<file path="src/rtl/sdc_pkg.sv">
package sdc_pkg;

   // {cs_n, ras_n, cas_n, we_n}
   typedef enum logic [3:0] {
      CMD_MRS   = 4'b0000,
      CMD_REFA  = 4'b0001,
      CMD_PRE   = 4'b0010,
      CMD_ACT   = 4'b0011,
      CMD_WR    = 4'b0100,
      CMD_RD    = 4'b0101,
      CMD_NOP   = 4'b0111,
      CMD_DESEL = 4'b1111
   } sdc_cmd_e;

   typedef enum logic [2:0] {
      ST_INI_PRE,
      ST_INI_REF1,
      ST_INI_REF2,
      ST_INI_MRS,
      ST_RUN,
      ST_REF_PRE,
      ST_REF
   } sdc_state_e;

   // address bit that selects auto precharge / all-bank precharge
   localparam int AP_BIT = 10;

endpackage

</file>
<file path="src/rtl/sdc_bank.sv">
module sdc_bank #(
   parameter int ROW_W = 13,
   parameter int CNT_W = 6,
   parameter int T_RCD = 3,
   parameter int T_RP  = 3,
   parameter int T_RAS = 6,
   parameter int T_RC  = 9,
   parameter int T_WR  = 2
)(
   input  logic             clk,
   input  logic             rst_n,
   input  logic             act_i,
   input  logic             pre_i,
   input  logic             rw_i,
   input  logic             wr_i,
   input  logic             ap_i,
   input  logic [ROW_W-1:0] row_i,
   output logic             open_o,
   output logic [ROW_W-1:0] row_o,
   output logic             act_ok_o,
   output logic             pre_ok_o,
   output logic             rw_ok_o
);

   // a counter loaded with N-1 permits the command N cycles later
   localparam logic [CNT_W-1:0] RC_L  = CNT_W'(T_RC - 1);
   localparam logic [CNT_W-1:0] RAS_L = CNT_W'(T_RAS - 1);
   localparam logic [CNT_W-1:0] RCD_L = CNT_W'(T_RCD - 1);
   localparam logic [CNT_W-1:0] RP_L  = CNT_W'(T_RP - 1);
   localparam logic [CNT_W-1:0] WR_L  = CNT_W'(T_WR - 1);
   localparam logic [CNT_W-1:0] RPF_L = CNT_W'(T_RP);

   logic [CNT_W-1:0] act_c, pre_c, rcd_c;
   logic [CNT_W-1:0] act_n, pre_n, rcd_n;

   always_comb begin
      act_n = (act_c != '0) ? act_c - CNT_W'(1) : '0;
      pre_n = (pre_c != '0) ? pre_c - CNT_W'(1) : '0;
      rcd_n = (rcd_c != '0) ? rcd_c - CNT_W'(1) : '0;
      if (act_i) begin
         act_n = RC_L;
         pre_n = RAS_L;
         rcd_n = RCD_L;
      end
      if (pre_i && act_n < RP_L) act_n = RP_L;
      if (wr_i && pre_n < WR_L) pre_n = WR_L;
      // internal precharge starts once the precharge window opens
      if (rw_i && ap_i && act_n < pre_n + RPF_L) act_n = pre_n + RPF_L;
   end

   always_ff @(posedge clk or negedge rst_n) begin
      if (!rst_n) begin
         act_c  <= '0;
         pre_c  <= '0;
         rcd_c  <= '0;
         open_o <= 1'b0;
         row_o  <= '0;
      end else begin
         act_c <= act_n;
         pre_c <= pre_n;
         rcd_c <= rcd_n;
         if (act_i) begin
            open_o <= 1'b1;
            row_o  <= row_i;
         end else if (pre_i || (rw_i && ap_i)) begin
            open_o <= 1'b0;
         end
      end
   end

   assign act_ok_o = (act_c == '0);
   assign pre_ok_o = (pre_c == '0);
   assign rw_ok_o  = (rcd_c == '0);

endmodule

</file>
<file path="src/rtl/sdc_ref_timer.sv">
module sdc_ref_timer #(
   parameter int REF_INTERVAL = 2083
)(
   input  logic clk,
   input  logic rst_n,
   input  logic done_i,
   output logic pend_o
);

   localparam int TW = $clog2(REF_INTERVAL + 1);
   localparam logic [TW-1:0] LAST = TW'(REF_INTERVAL - 1);

   logic [TW-1:0] cnt;

   always_ff @(posedge clk or negedge rst_n) begin
      if (!rst_n) begin
         cnt    <= '0;
         pend_o <= 1'b0;
      end else begin
         if (cnt == LAST) cnt <= '0;
         else             cnt <= cnt + TW'(1);
         if (cnt == LAST)  pend_o <= 1'b1;
         else if (done_i)  pend_o <= 1'b0;
      end
   end

endmodule

</file>
<file path="src/rtl/sdram_bank_ctrl.sv">
module sdram_bank_ctrl
   import sdc_pkg::*;
#(
   parameter int BANKS        = 4,
   parameter int ADDR_W       = 13,
   parameter int ROW_W        = 13,
   parameter int COL_W        = 10,
   parameter int T_RCD        = 3,
   parameter int T_RP         = 3,
   parameter int T_RAS        = 6,
   parameter int T_RC         = 9,
   parameter int T_RFC        = 10,
   parameter int T_WR         = 2,
   parameter int T_RRD        = 2,
   parameter int T_RSC        = 2,
   parameter int REF_INTERVAL = 2083,
   parameter int RAS_MAX      = 13333,
   parameter logic [ADDR_W-1:0] MODE_WORD = ADDR_W'(12'h030)
)(
   input  logic                     clk,
   input  logic                     rst_n,
   input  logic                     req_valid,
   input  logic                     req_write,
   input  logic [$clog2(BANKS)-1:0] req_bank,
   input  logic [ROW_W-1:0]         req_row,
   input  logic [COL_W-1:0]         req_col,
   input  logic                     req_autopre,
   output logic                     req_ack,
   output logic                     sd_cs_n,
   output logic                     sd_ras_n,
   output logic                     sd_cas_n,
   output logic                     sd_we_n,
   output logic [$clog2(BANKS)-1:0] sd_ba,
   output logic [ADDR_W-1:0]        sd_addr
);

   localparam int BA_W  = $clog2(BANKS);
   localparam int CNT_W = $clog2(T_RC + T_RAS + T_RP + T_WR + 1) + 1;
   localparam int GCW   = $clog2(T_RFC + T_RSC + T_RRD + 1) + 1;

   // elaboration-time parameter checks
   if (COL_W > AP_BIT) begin : g_err_col
      $error("column field overlaps the auto precharge bit");
   end
   if (ADDR_W <= AP_BIT || ROW_W > ADDR_W) begin : g_err_addr
      $error("address bus too narrow for row or precharge bit");
   end
   if ((1 << BA_W) != BANKS) begin : g_err_banks
      $error("bank count must be a power of two");
   end
   if (REF_INTERVAL >= RAS_MAX) begin : g_err_ref
      $error("refresh interval must close rows before the row-active limit");
   end

   sdc_state_e st, st_n;
   sdc_cmd_e   cmd_q, nxt;
   logic [BA_W-1:0]   ba_q, nba;
   logic [ADDR_W-1:0] addr_q, naddr;
   logic ack_q, nack, mid;
   logic [GCW-1:0] gblk, rrd;
   logic ref_pend;

   logic [BANKS-1:0] b_open, b_act_ok, b_pre_ok, b_rw_ok;
   logic [ROW_W-1:0] b_row [BANKS];

   logic go_act, go_pre, go_rw, go_refa, go_mrs, pre_all, idle_g;

   assign go_act  = (nxt == CMD_ACT);
   assign go_pre  = (nxt == CMD_PRE);
   assign go_rw   = (nxt == CMD_RD) || (nxt == CMD_WR);
   assign go_refa = (nxt == CMD_REFA);
   assign go_mrs  = (nxt == CMD_MRS);
   assign pre_all = go_pre && naddr[AP_BIT];
   assign idle_g  = (gblk == '0);

   for (genvar g = 0; g < BANKS; g++) begin : g_bank
      logic sel;
      assign sel = (nba == BA_W'(g));
      sdc_bank #(
         .ROW_W(ROW_W), .CNT_W(CNT_W), .T_RCD(T_RCD), .T_RP(T_RP),
         .T_RAS(T_RAS), .T_RC(T_RC), .T_WR(T_WR)
      ) u_bank (
         .clk      (clk),
         .rst_n    (rst_n),
         .act_i    (go_act && sel),
         .pre_i    (go_pre && (sel || naddr[AP_BIT])),
         .rw_i     (go_rw && sel),
         .wr_i     ((nxt == CMD_WR) && sel),
         .ap_i     (naddr[AP_BIT]),
         .row_i    (req_row),
         .open_o   (b_open[g]),
         .row_o    (b_row[g]),
         .act_ok_o (b_act_ok[g]),
         .pre_ok_o (b_pre_ok[g]),
         .rw_ok_o  (b_rw_ok[g])
      );
   end

   sdc_ref_timer #(.REF_INTERVAL(REF_INTERVAL)) u_ref (
      .clk    (clk),
      .rst_n  (rst_n),
      .done_i (go_refa && st == ST_REF),
      .pend_o (ref_pend)
   );

   always_comb begin
      st_n  = st;
      nxt   = CMD_NOP;
      nba   = '0;
      naddr = '0;
      nack  = 1'b0;
      unique case (st)
         ST_INI_PRE, ST_REF_PRE: begin
            if (idle_g && &b_pre_ok) begin
               nxt           = CMD_PRE;
               naddr[AP_BIT] = 1'b1;
               st_n          = (st == ST_INI_PRE) ? ST_INI_REF1 : ST_REF;
            end
         end
         ST_INI_REF1, ST_INI_REF2, ST_REF: begin
            if (idle_g && &b_act_ok) begin
               nxt  = CMD_REFA;
               st_n = (st == ST_INI_REF1) ? ST_INI_REF2 :
                      (st == ST_INI_REF2) ? ST_INI_MRS  : ST_RUN;
            end
         end
         ST_INI_MRS: begin
            if (idle_g && &b_act_ok) begin
               nxt   = CMD_MRS;
               naddr = MODE_WORD;
               st_n  = ST_RUN;
            end
         end
         default: begin
            if (ref_pend && !mid) begin
               st_n = ST_REF_PRE;
            end else if (req_valid && !ack_q) begin
               nba = req_bank;
               if (b_open[req_bank] && b_row[req_bank] == req_row) begin
                  if (b_rw_ok[req_bank] && idle_g) begin
                     nxt                = req_write ? CMD_WR : CMD_RD;
                     naddr[COL_W-1:0]   = req_col;
                     naddr[AP_BIT]      = req_autopre;
                     nack               = 1'b1;
                  end
               end else if (b_open[req_bank]) begin
                  if (b_pre_ok[req_bank] && idle_g) nxt = CMD_PRE;
               end else if (b_act_ok[req_bank] && rrd == '0 && idle_g) begin
                  nxt   = CMD_ACT;
                  naddr = ADDR_W'(req_row);
               end
            end
         end
      endcase
   end

   always_ff @(posedge clk or negedge rst_n) begin
      if (!rst_n) begin
         st     <= ST_INI_PRE;
         cmd_q  <= CMD_DESEL;
         ba_q   <= '0;
         addr_q <= '0;
         ack_q  <= 1'b0;
         mid    <= 1'b0;
         gblk   <= '0;
         rrd    <= '0;
      end else begin
         st     <= st_n;
         cmd_q  <= nxt;
         ba_q   <= nba;
         addr_q <= naddr;
         ack_q  <= nack;
         if (go_rw)                                mid <= 1'b0;
         else if (go_act || (go_pre && !pre_all))  mid <= 1'b1;
         if (go_refa)          gblk <= GCW'(T_RFC - 1);
         else if (go_mrs)      gblk <= GCW'(T_RSC - 1);
         else if (gblk != '0)  gblk <= gblk - GCW'(1);
         if (go_act)           rrd <= GCW'(T_RRD - 1);
         else if (rrd != '0)   rrd <= rrd - GCW'(1);
      end
   end

   assign {sd_cs_n, sd_ras_n, sd_cas_n, sd_we_n} = cmd_q;
   assign sd_ba   = ba_q;
   assign sd_addr = addr_q;
   assign req_ack = ack_q;

endmodule

</file>
<file path="config.mk">
export PLATFORM = sky130hd
export DESIGN_NAME = sdram_bank_ctrl
export DESIGN_NICKNAME = d
export VERILOG_FILES = /design/src/rtl/sdc_pkg.sv /design/src/rtl/sdc_bank.sv /design/src/rtl/sdc_ref_timer.sv /design/src/rtl/sdram_bank_ctrl.sv
export SDC_FILE = /design/constraint.sdc
export NUM_CORES = 1
export LEC_CHECK = 0
export ABC_CLOCK_PERIOD_IN_PS = 6200
export BUFFER_PORTS_ARGS = -buffer_cell sky130_fd_sc_hd__buf_2
export CAP_MARGIN = 20
export CORE_MARGIN = 2
export CORE_UTILIZATION = 30
export CTS_CLUSTER_SIZE = 8
export DETAILED_ROUTE_END_ITERATION = 8
export PLACE_DENSITY = 0.41
export SETUP_SLACK_MARGIN = 0.5
export SYNTH_ARGS = -nofsm -noshare
export SYNTH_HDL_FRONTEND = slang
export SYNTH_SLANG_ARGS = --single-unit
</file>
<file path="constraint.sdc">
create_clock -name clk -period 6.2 [get_ports clk]
set_input_delay 0.93 -clock clk [delete_from_list [all_inputs] [get_ports clk]]
set_output_delay 0.93 -clock clk [all_outputs]
set_load 0.02 [all_outputs]
</file>
==> results of run 1 <==
## cell families after synthesis
kind of cell / synth area share [%]
adder cells (fa/ha/maj): 6.62
AO/OA/AOI/OAI: 10.2
XOR/XNOR: 6.86
flip-flops: 42.9
buffers and inverters: 4.10
AND/OR/NAND/NOR: 22.0
other: 0.0367
multiplexers: 7.28
## cell usage in the layout, fill, tap and decap left out, types with 5 or more instances in the layout
cell / n
dfrtp_1: 171
buf_2: 46
nor2_1: 98
buf_4: 43
nand3_1: 22
nand2_1: 174
nor3_1: 46
mux4_2: 13
a21o_1: 7
xor2_1: 28
mux2i_1: 23
nand4_1: 12
nor2b_1: 9
a211oi_1: 5
clkbuf_16: 17
nor4_1: 10
a21oi_1: 22
or3_1: 11
a22o_1: 8
nor3b_1: 7
and2_1: 14
a31oi_1: 5
inv_1: 68
mux2_2: 17
or2_2: 8
ha_1: 54
o21a_1: 6
o21ai_0: 34
nand2b_1: 10
a211o_1: 5
xnor2_1: 52
and3_1: 13
## layer usage
layer  GRT usage [%]  up-vias  routed length, um
met1            22.0     3793              13200
met2            25.7      122              12700
met3            3.15       15                947
met5               0        -                  0
li1                -     3845                  -
met4            3.67        0                285
## worst max-delay path by stage
stage,start,to,slack [ns],depth (start not counted)
final,g_bank[3].u_bank.pre_c[0],g_bank[3].u_bank.act_c[5],0.85,20
after global routing,req_bank[0],g_bank[2].u_bank.act_c[4],0.51,21
after CTS,req_bank[0],g_bank[1].u_bank.act_c[3],0.57,20
after detailed placement,req_bank[0],g_bank[3].u_bank.act_c[2],0.10,19
after global placement,req_bank[0],g_bank[3].u_bank.act_c[2],0.17,19
after floorplan,req_bank[0],g_bank[3].u_bank.act_c[1],0.60,18
## worst reg2reg max path, delay by kind of cell, from the launching register on
family	cells	cell delay, ns
AO/OA/AOI/OAI	4	1.21
XOR/XNOR	1	0.15
adder cells (fa/ha/maj)	3	0.63
buffers and inverters	3	0.19
flip-flops	1	0.43
multiplexers	1	0.33
AND/OR/NAND/NOR	8	2.31
## layout make-up
class | instances | share of cell area [%]
antenna | 1 | 0.0212
clock buffer | 18 | 3.72
clock inverter | 14 | 1.22
inverter | 69 | 2.19
multi-input combinational | 790 | 46.1
sequential | 175 | 37.1
tap | 448 | 4.74
timing repair buffer | 92 | 4.92
## repair_timing
action                     CTS  global route
buffers inserted             0             2
setup endpoints to repair    0            21
hold endpoints to repair     0             0
resized for setup            0             8
## per-stage QoR
step / hold slack (ns) / instances / instance area, sq um
finish: 0.447 / 1607 / 11800
global route: 0.480 / 1606 / 11800
CTS: 0.452 / 1604 / 11800
detailed placement: 0.441 / 1572 / 11200
global placement: 0.446 / 1572 / 11200
floorplan: 0.423 / 1072 / 10200
## registers in the layout, indices dropped and copies added, names as in the netlist
register,count
g_bank.u_bank.row_o,52
g_bank.u_bank.act_c,24
g_bank.u_bank.pre_c,24
g_bank.u_bank.rcd_c,24
sd_addr,13
u_ref.cnt,12
gblk,5
rrd,5
cmd_q,4
g_bank.u_bank.open_o,4
st,3
sd_ba,2
mid,1
req_ack,1
u_ref.pend_o,1
## report_power, final
part	internal [mW]	switching [mW]	total, mW
combinational	0.299	0.396	0.696
sequential	1.21	0.0592	1.27
clock	0.547	0.523	1.07
==> run summary, run 1 <==
Critical-path top delay cell - or4b_4
RR Endpoint - g_bank[3].u_bank.act_c[5]
Area taken by multi-input logic gates - 0.00545 sq mm
NumNets Final - 1229
CTS buffer count - 17
Largest cells by area after synthesis - dfrtp_1 (42%), ha_1 (6.6%), nand2_1 (6.4%)
Seq/Total Area, Yosys - 42.9%
Setup violators final - 0
Setup TNS - 0 ns
Core area - 0.0335 sq mm
Total via count in the routed design - 7775
IO buf count - 49
CP Buf/Inv Count - 3
Iteration count of the initial detailed-routing pass - 6
Crit Path Max Fanout - 5
Area leader, netlist - dfrtp_1
Number of global-route vias before repair - 7872
Syn-to-layout area delta - 15.7%
Ys Warns - 0
Std-Cell Rows - 67
Cells after Synth - 1072
Crit. End Element - flop
Layout cells sized above 1 - 16.8%
First-pass GRT wire length - 44000 um
Main synth FF type - dfrtp_1
Critical hold path startpoint - g_bank[3].u_bank.rcd_c[0]
Area of the die - 0.0355 sq mm
Critical path type - flop to flop
GR Util All Layers - 15.9%
Chip height - 189 um
Status - finished, final reports clean
CP top delay family - simple AND/OR/NAND/NOR gates
Filler Cell Count - 3449
Clock sinks - 175
Reg area - 0.00438 sq mm
# hold bufs at CTS - 0
Layout Utilization - 35.2%
Initial DRC Count - 446
Die W - 189 um
Post-Syn Area - 0.0102 sq mm
Post-synth top cells - nand2_1 (174), dfrtp_1 (171), nor2_1 (98)
Count leader, synth - nand2_1
Reg clk slew, reported paths - 0.07 ns
Leakage - 5.67 nW
Root Driver - clkbuf_16
Routed len/inst - 16.9 um
Synth Area per Inst - 9.53 sq um
CP peak stage delay - 0.52 ns
Post-Route WL - 27100 um
CP Data Arrival Time - 5.68 ns
Syn nets - 1156
Worst Hold End - g_bank[3].u_bank.rcd_c[0]
Routability congestion estimate - 0.784
CP required - 6.53 ns
Ports - 50
FMAX - 187 MHz
Via density - 4.84
PwrDens - 257 mW/mm^2
Max Buffers Root-to-Sink - 2
Reg-to-Reg Start - g_bank[3].u_bank.pre_c[0]
Final Hold Vio Count - 0
Seq cells post-synth - 175
Worst-Skew Late Latency - 0.45 ns
Post-synth top area share - 41.9%
Final ANT Viol Nets - 0
Place WS - 0.101 ns
Worst path cell trace - inv_1, ha_1, or3b_1, or4b_4, a2111oi_4, nor4_1, or3_1, a211oi_4, or2_2, inv_1, ha_1, nor4_1, xor2_1, and2_1, inv_1, ha_1, and4_1, a221oi_2, o2111ai_4, mux2_2
Final WS setup - 0.846 ns
Initial antenna violation count - 2
Worst-margin pin slew - 0.688 ns
R2r setup slk - 0.85 ns
Number of synthesized flops with an enable pin - 0
H-tree levels - 4
Share of synthesized registers carrying an async set or reset - 100%
TritonCTS clock tree - done
VDD IR max - 0.000189 V
Hold depth - 1
Max-slew violations - 0
Largest net degree at the start of global routing - 76
Worst R2R Path Depth - 20
Final worst path period share - 86.4%
Crit path launch type - flop
Final worst clock skew - 0.0141 ns
RSZ-0062 raised after global routing - false
Tmin final - 5.35 ns
DPL Wire Length - 20100 um
Power, Total - 3.03 mW
Relative slew margins - 54.2%
Netlist cell types - 83
Total congestion overflow - 0
Worst hold path class - flop to flop
Initial Util - 30.5%
Number of max-cap violations - 0
DRC Markers - 0
No activity file was read; power rests on OpenSTA's default activity.
==> inputs of run 2 (changes only) <==
--- a/config.mk
+++ b/config.mk
@@ -12,7 +12,7 @@
 export CORE_UTILIZATION = 30
 export CTS_CLUSTER_SIZE = 8
 export DETAILED_ROUTE_END_ITERATION = 8
-export PLACE_DENSITY = 0.41
+export PLACE_DENSITY = 0.53
 export SETUP_SLACK_MARGIN = 0.5
 export SYNTH_ARGS = -nofsm -noshare
 export SYNTH_HDL_FRONTEND = slang
==> constraint.sdc (replaced) <==
create_clock -name clk -period 6.2 [get_ports clk]
set_input_delay 0.93 -clock clk [delete_from_list [all_inputs] [get_ports clk]]
set_output_delay 0.93 -clock clk [all_outputs]
set_load 0.005 [all_outputs]
==> run 2 against run 1 <==
Via count hardly changed. Routed wire length is 7.6% lower. Clock power is 4% higher. Fmax is 1.6% lower. Flip-flop and latch count stayed put. Sequential power hardly changed. Sequential share of layout area is 0.11 points higher. Clock skew is 0.0023 ns higher. Non-clock buffer count is 10 lower. Register-to-register slack worse by 0.09 ns. Worst hold slack better by 0.00056 ns. Highest routed layer unchanged.
==> run summary, run 2 (synthesized netlist as in run 1, its figures left out) <==
Worst path cell trace - inv_1, ha_1, or3b_1, or4b_4, a2111oi_4, nor4_1, or3_4, a211oi_4, or2_2, inv_1, ha_1, nor4_2, xor2_1, and2_1, inv_1, ha_1, and4_1, a221oi_2, o2111ai_4, mux2_2
Met3 routed WL - 868 um (-8.3%)
CP required - 6.54 ns (about the same)
Largest register FFs - 52 (unchanged)
Final worst clock skew - 0.0164 ns (+0.00230 ns)
Total via count in the routed design - 7780 (+0.064%)
RSZ-0062 raised after global routing - false
# hold bufs at CTS - 0 (unchanged)
Final Hold Vio Count - 0 (unchanged)
Status - finished, final reports clean
FMAX - 184 MHz (-1.6%)
Worst-margin pin slew - 0.936 ns (+0.249 ns)
DRC Markers - 0 (unchanged)
Clock sinks - 175 (unchanged)
GR Util All Layers - 14.8% (-1.1 points)
Initial DRC Count - 441 (-1.1%)
Largest net degree at the start of global routing - 75 (-1.3%)
Tmin final - 5.44 ns (+0.0883 ns)
Dpl cells - 1563 (-0.57%)
Relative slew margins - 37.6% (-17 points)
Number of global-route vias before repair - 7920 (+0.61%)
Ant. Diodes - 0 (-1)
Die W - 189 um (unchanged)
Crit Path Max Fanout - 6 (+1)
Reg clk slew, reported paths - 0.08 ns (about the same)
CTS buffer count - 17 (unchanged)
Met1 wire length - 12000 um (-9.1%)
Routability congestion estimate - 0.849 (+8.2%)
Top Metal Used - met4
IO buf count - 49 (unchanged)
Critical path type - flop to flop
Final ANT Viol Nets - 0 (unchanged)
Leakage - 5.65 nW (-0.43%)
Final worst path period share - 87.8% (+1.4 points)
CP peak stage delay - 0.52 ns (about the same)
Layout Cells excl Fill - 1596 (-0.68%)
Post-Route WL - 25100 um (-7.6%)
Crit. End Element - flop
Layout cells sized above 1 - 16.1% (-0.64 points)
Worst-Skew Late Latency - 0.45 ns (about the same)
Critical-path top delay cell - or4b_4
Total congestion overflow - 0 (unchanged)
Biggest register - g_bank.u_bank.row_o
Crit path launch type - flop
CP Buf/Inv Count - 3 (unchanged)
Most common cell after layout, fill and taps aside - nand2_1
TritonCTS clock tree - done
Via density - 4.87 (+0.75%)
Placed Instance Area - 0.0111 sq mm (-0.49%)
H-tree levels - 4 (unchanged)
Number of max-cap violations - 0 (unchanged)
Area of the die - 0.0355 sq mm (unchanged)
Ports - 50 (unchanged)
NumNets Final - 1219 (-0.81%)
Core area - 0.0335 sq mm (unchanged)
Setup TNS - 0 ns (unchanged)
Worst hold path class - input port to async pin
CP Data Arrival Time - 5.78 ns (+0.10 ns)
DPL Wire Length - 18600 um (-7.3%)
Most frequent cells in the layout - nand2_1 (174), dfrtp_1 (171), nor2_1 (98), inv_1 (68), ha_1 (54)
Initial antenna violation count - 0 (-2)
R2r setup slk - 0.76 ns (-0.09 ns)
Chip height - 189 um (unchanged)
Iteration count of the initial detailed-routing pass - 4 (-2)
Std-Cell Rows - 67 (unchanged)
PwrDens - 260 mW/mm^2 (+1.5%)
Root Driver - clkbuf_16
Post-route cell area - 0.0118 sq mm (-0.30%)
Routed len/inst - 15.7 um (-6.9%)
Initial Util - 30.5% (unchanged)
First-pass GRT wire length - 41900 um (-4.9%)
Max-slew violations - 0 (unchanged)
Met2 wire length - 11600 um (-8.7%)
Setup violators final - 0 (unchanged)
Syn-to-layout area delta - 15.4%
VDD IR max - 0.000214 V (+13%)
CP top delay family - simple AND/OR/NAND/NOR gates
Max Buffers Root-to-Sink - 2 (unchanged)
## run 2: worst register-to-register path, stage by stage (launching register included)
cell	delay (ns)
dfrtp_1	0.42
inv_1	0.09
ha_1	0.14
or3b_1	0.39
or4b_4	0.52
a2111oi_4	0.39
nor4_1	0.16
or3_4	0.40
a211oi_4	0.28
or2_2	0.19
inv_1	0.05
ha_1	0.23
nor4_2	0.32
xor2_1	0.17
and2_1	0.17
inv_1	0.06
ha_1	0.29
and4_1	0.18
a221oi_2	0.33
o2111ai_4	0.24
mux2_2	0.34
## run 2: where the power goes
group          switching, mW  internal (mW)  leakage [nW]
Clock                  0.502          0.610         0.294
Sequential            0.0614           1.21          2.29
Combinational          0.388          0.299          3.06
## run 2: metal layers
metal,global-route usage [%],up-vias
met5,0,-
met1,19.7,3792
li1,-,3811
met2,23.9,134
met4,5.02,0
met3,3.07,43
## run 2: cell type report
cell class              instances  area, sq um
clock inverters                10          120
flip-flops and latches        175         4380
inverters                      69          259
fillers                      3484        21800
well taps                     448          561
clock buffers                  22          484
multi-input cells             790         5460
repair buffers                 82          517
## run 2: repair_timing
action / CTS / global route
gates resized for setup: 0 / 9
endpoints found under the setup margin: 0 / 22
buffers inserted: 0 / 1
endpoints found under the hold margin: 0 / 0
## run 2: through the flow
| step | power [mW] | setup WS (ns) | hold WS (ns) | utilization [%] |
|---|---|---|---|---|
| 5_1_grt | 3.26 | 0.475 | 0.475 | 35.1 |
| 2_1_floorplan | 1.77 | 0.601 | 0.423 | - |
| 4_1_cts | 3.09 | 0.541 | 0.453 | 35.0 |
| 6_report | 3.07 | 0.757 | 0.448 | 35.1 |
| 3_5_place_dp | 1.96 | 0.0731 | 0.442 | 33.2 |
| 3_3_place_gp | 1.95 | 0.195 | 0.442 | 33.2 |
## run 2: path summary, 6_finish.rpt
path                       cells past startpoint                   endpoint                 startpoint
setup / recovery                              20  g_bank[3].u_bank.act_c[5]  g_bank[3].u_bank.pre_c[0]
hold / removal                                 1  g_bank[2].u_bank.act_c[4]                      rst_n
setup reg to reg                              20  g_bank[3].u_bank.act_c[5]  g_bank[3].u_bank.pre_c[0]
hold reg to reg                                1  g_bank[3].u_bank.rcd_c[0]  g_bank[3].u_bank.rcd_c[0]
max in group asynchronous                      2  g_bank[0].u_bank.row_o[4]                      rst_n
min in group clk                               1  g_bank[3].u_bank.rcd_c[0]  g_bank[3].u_bank.rcd_c[0]
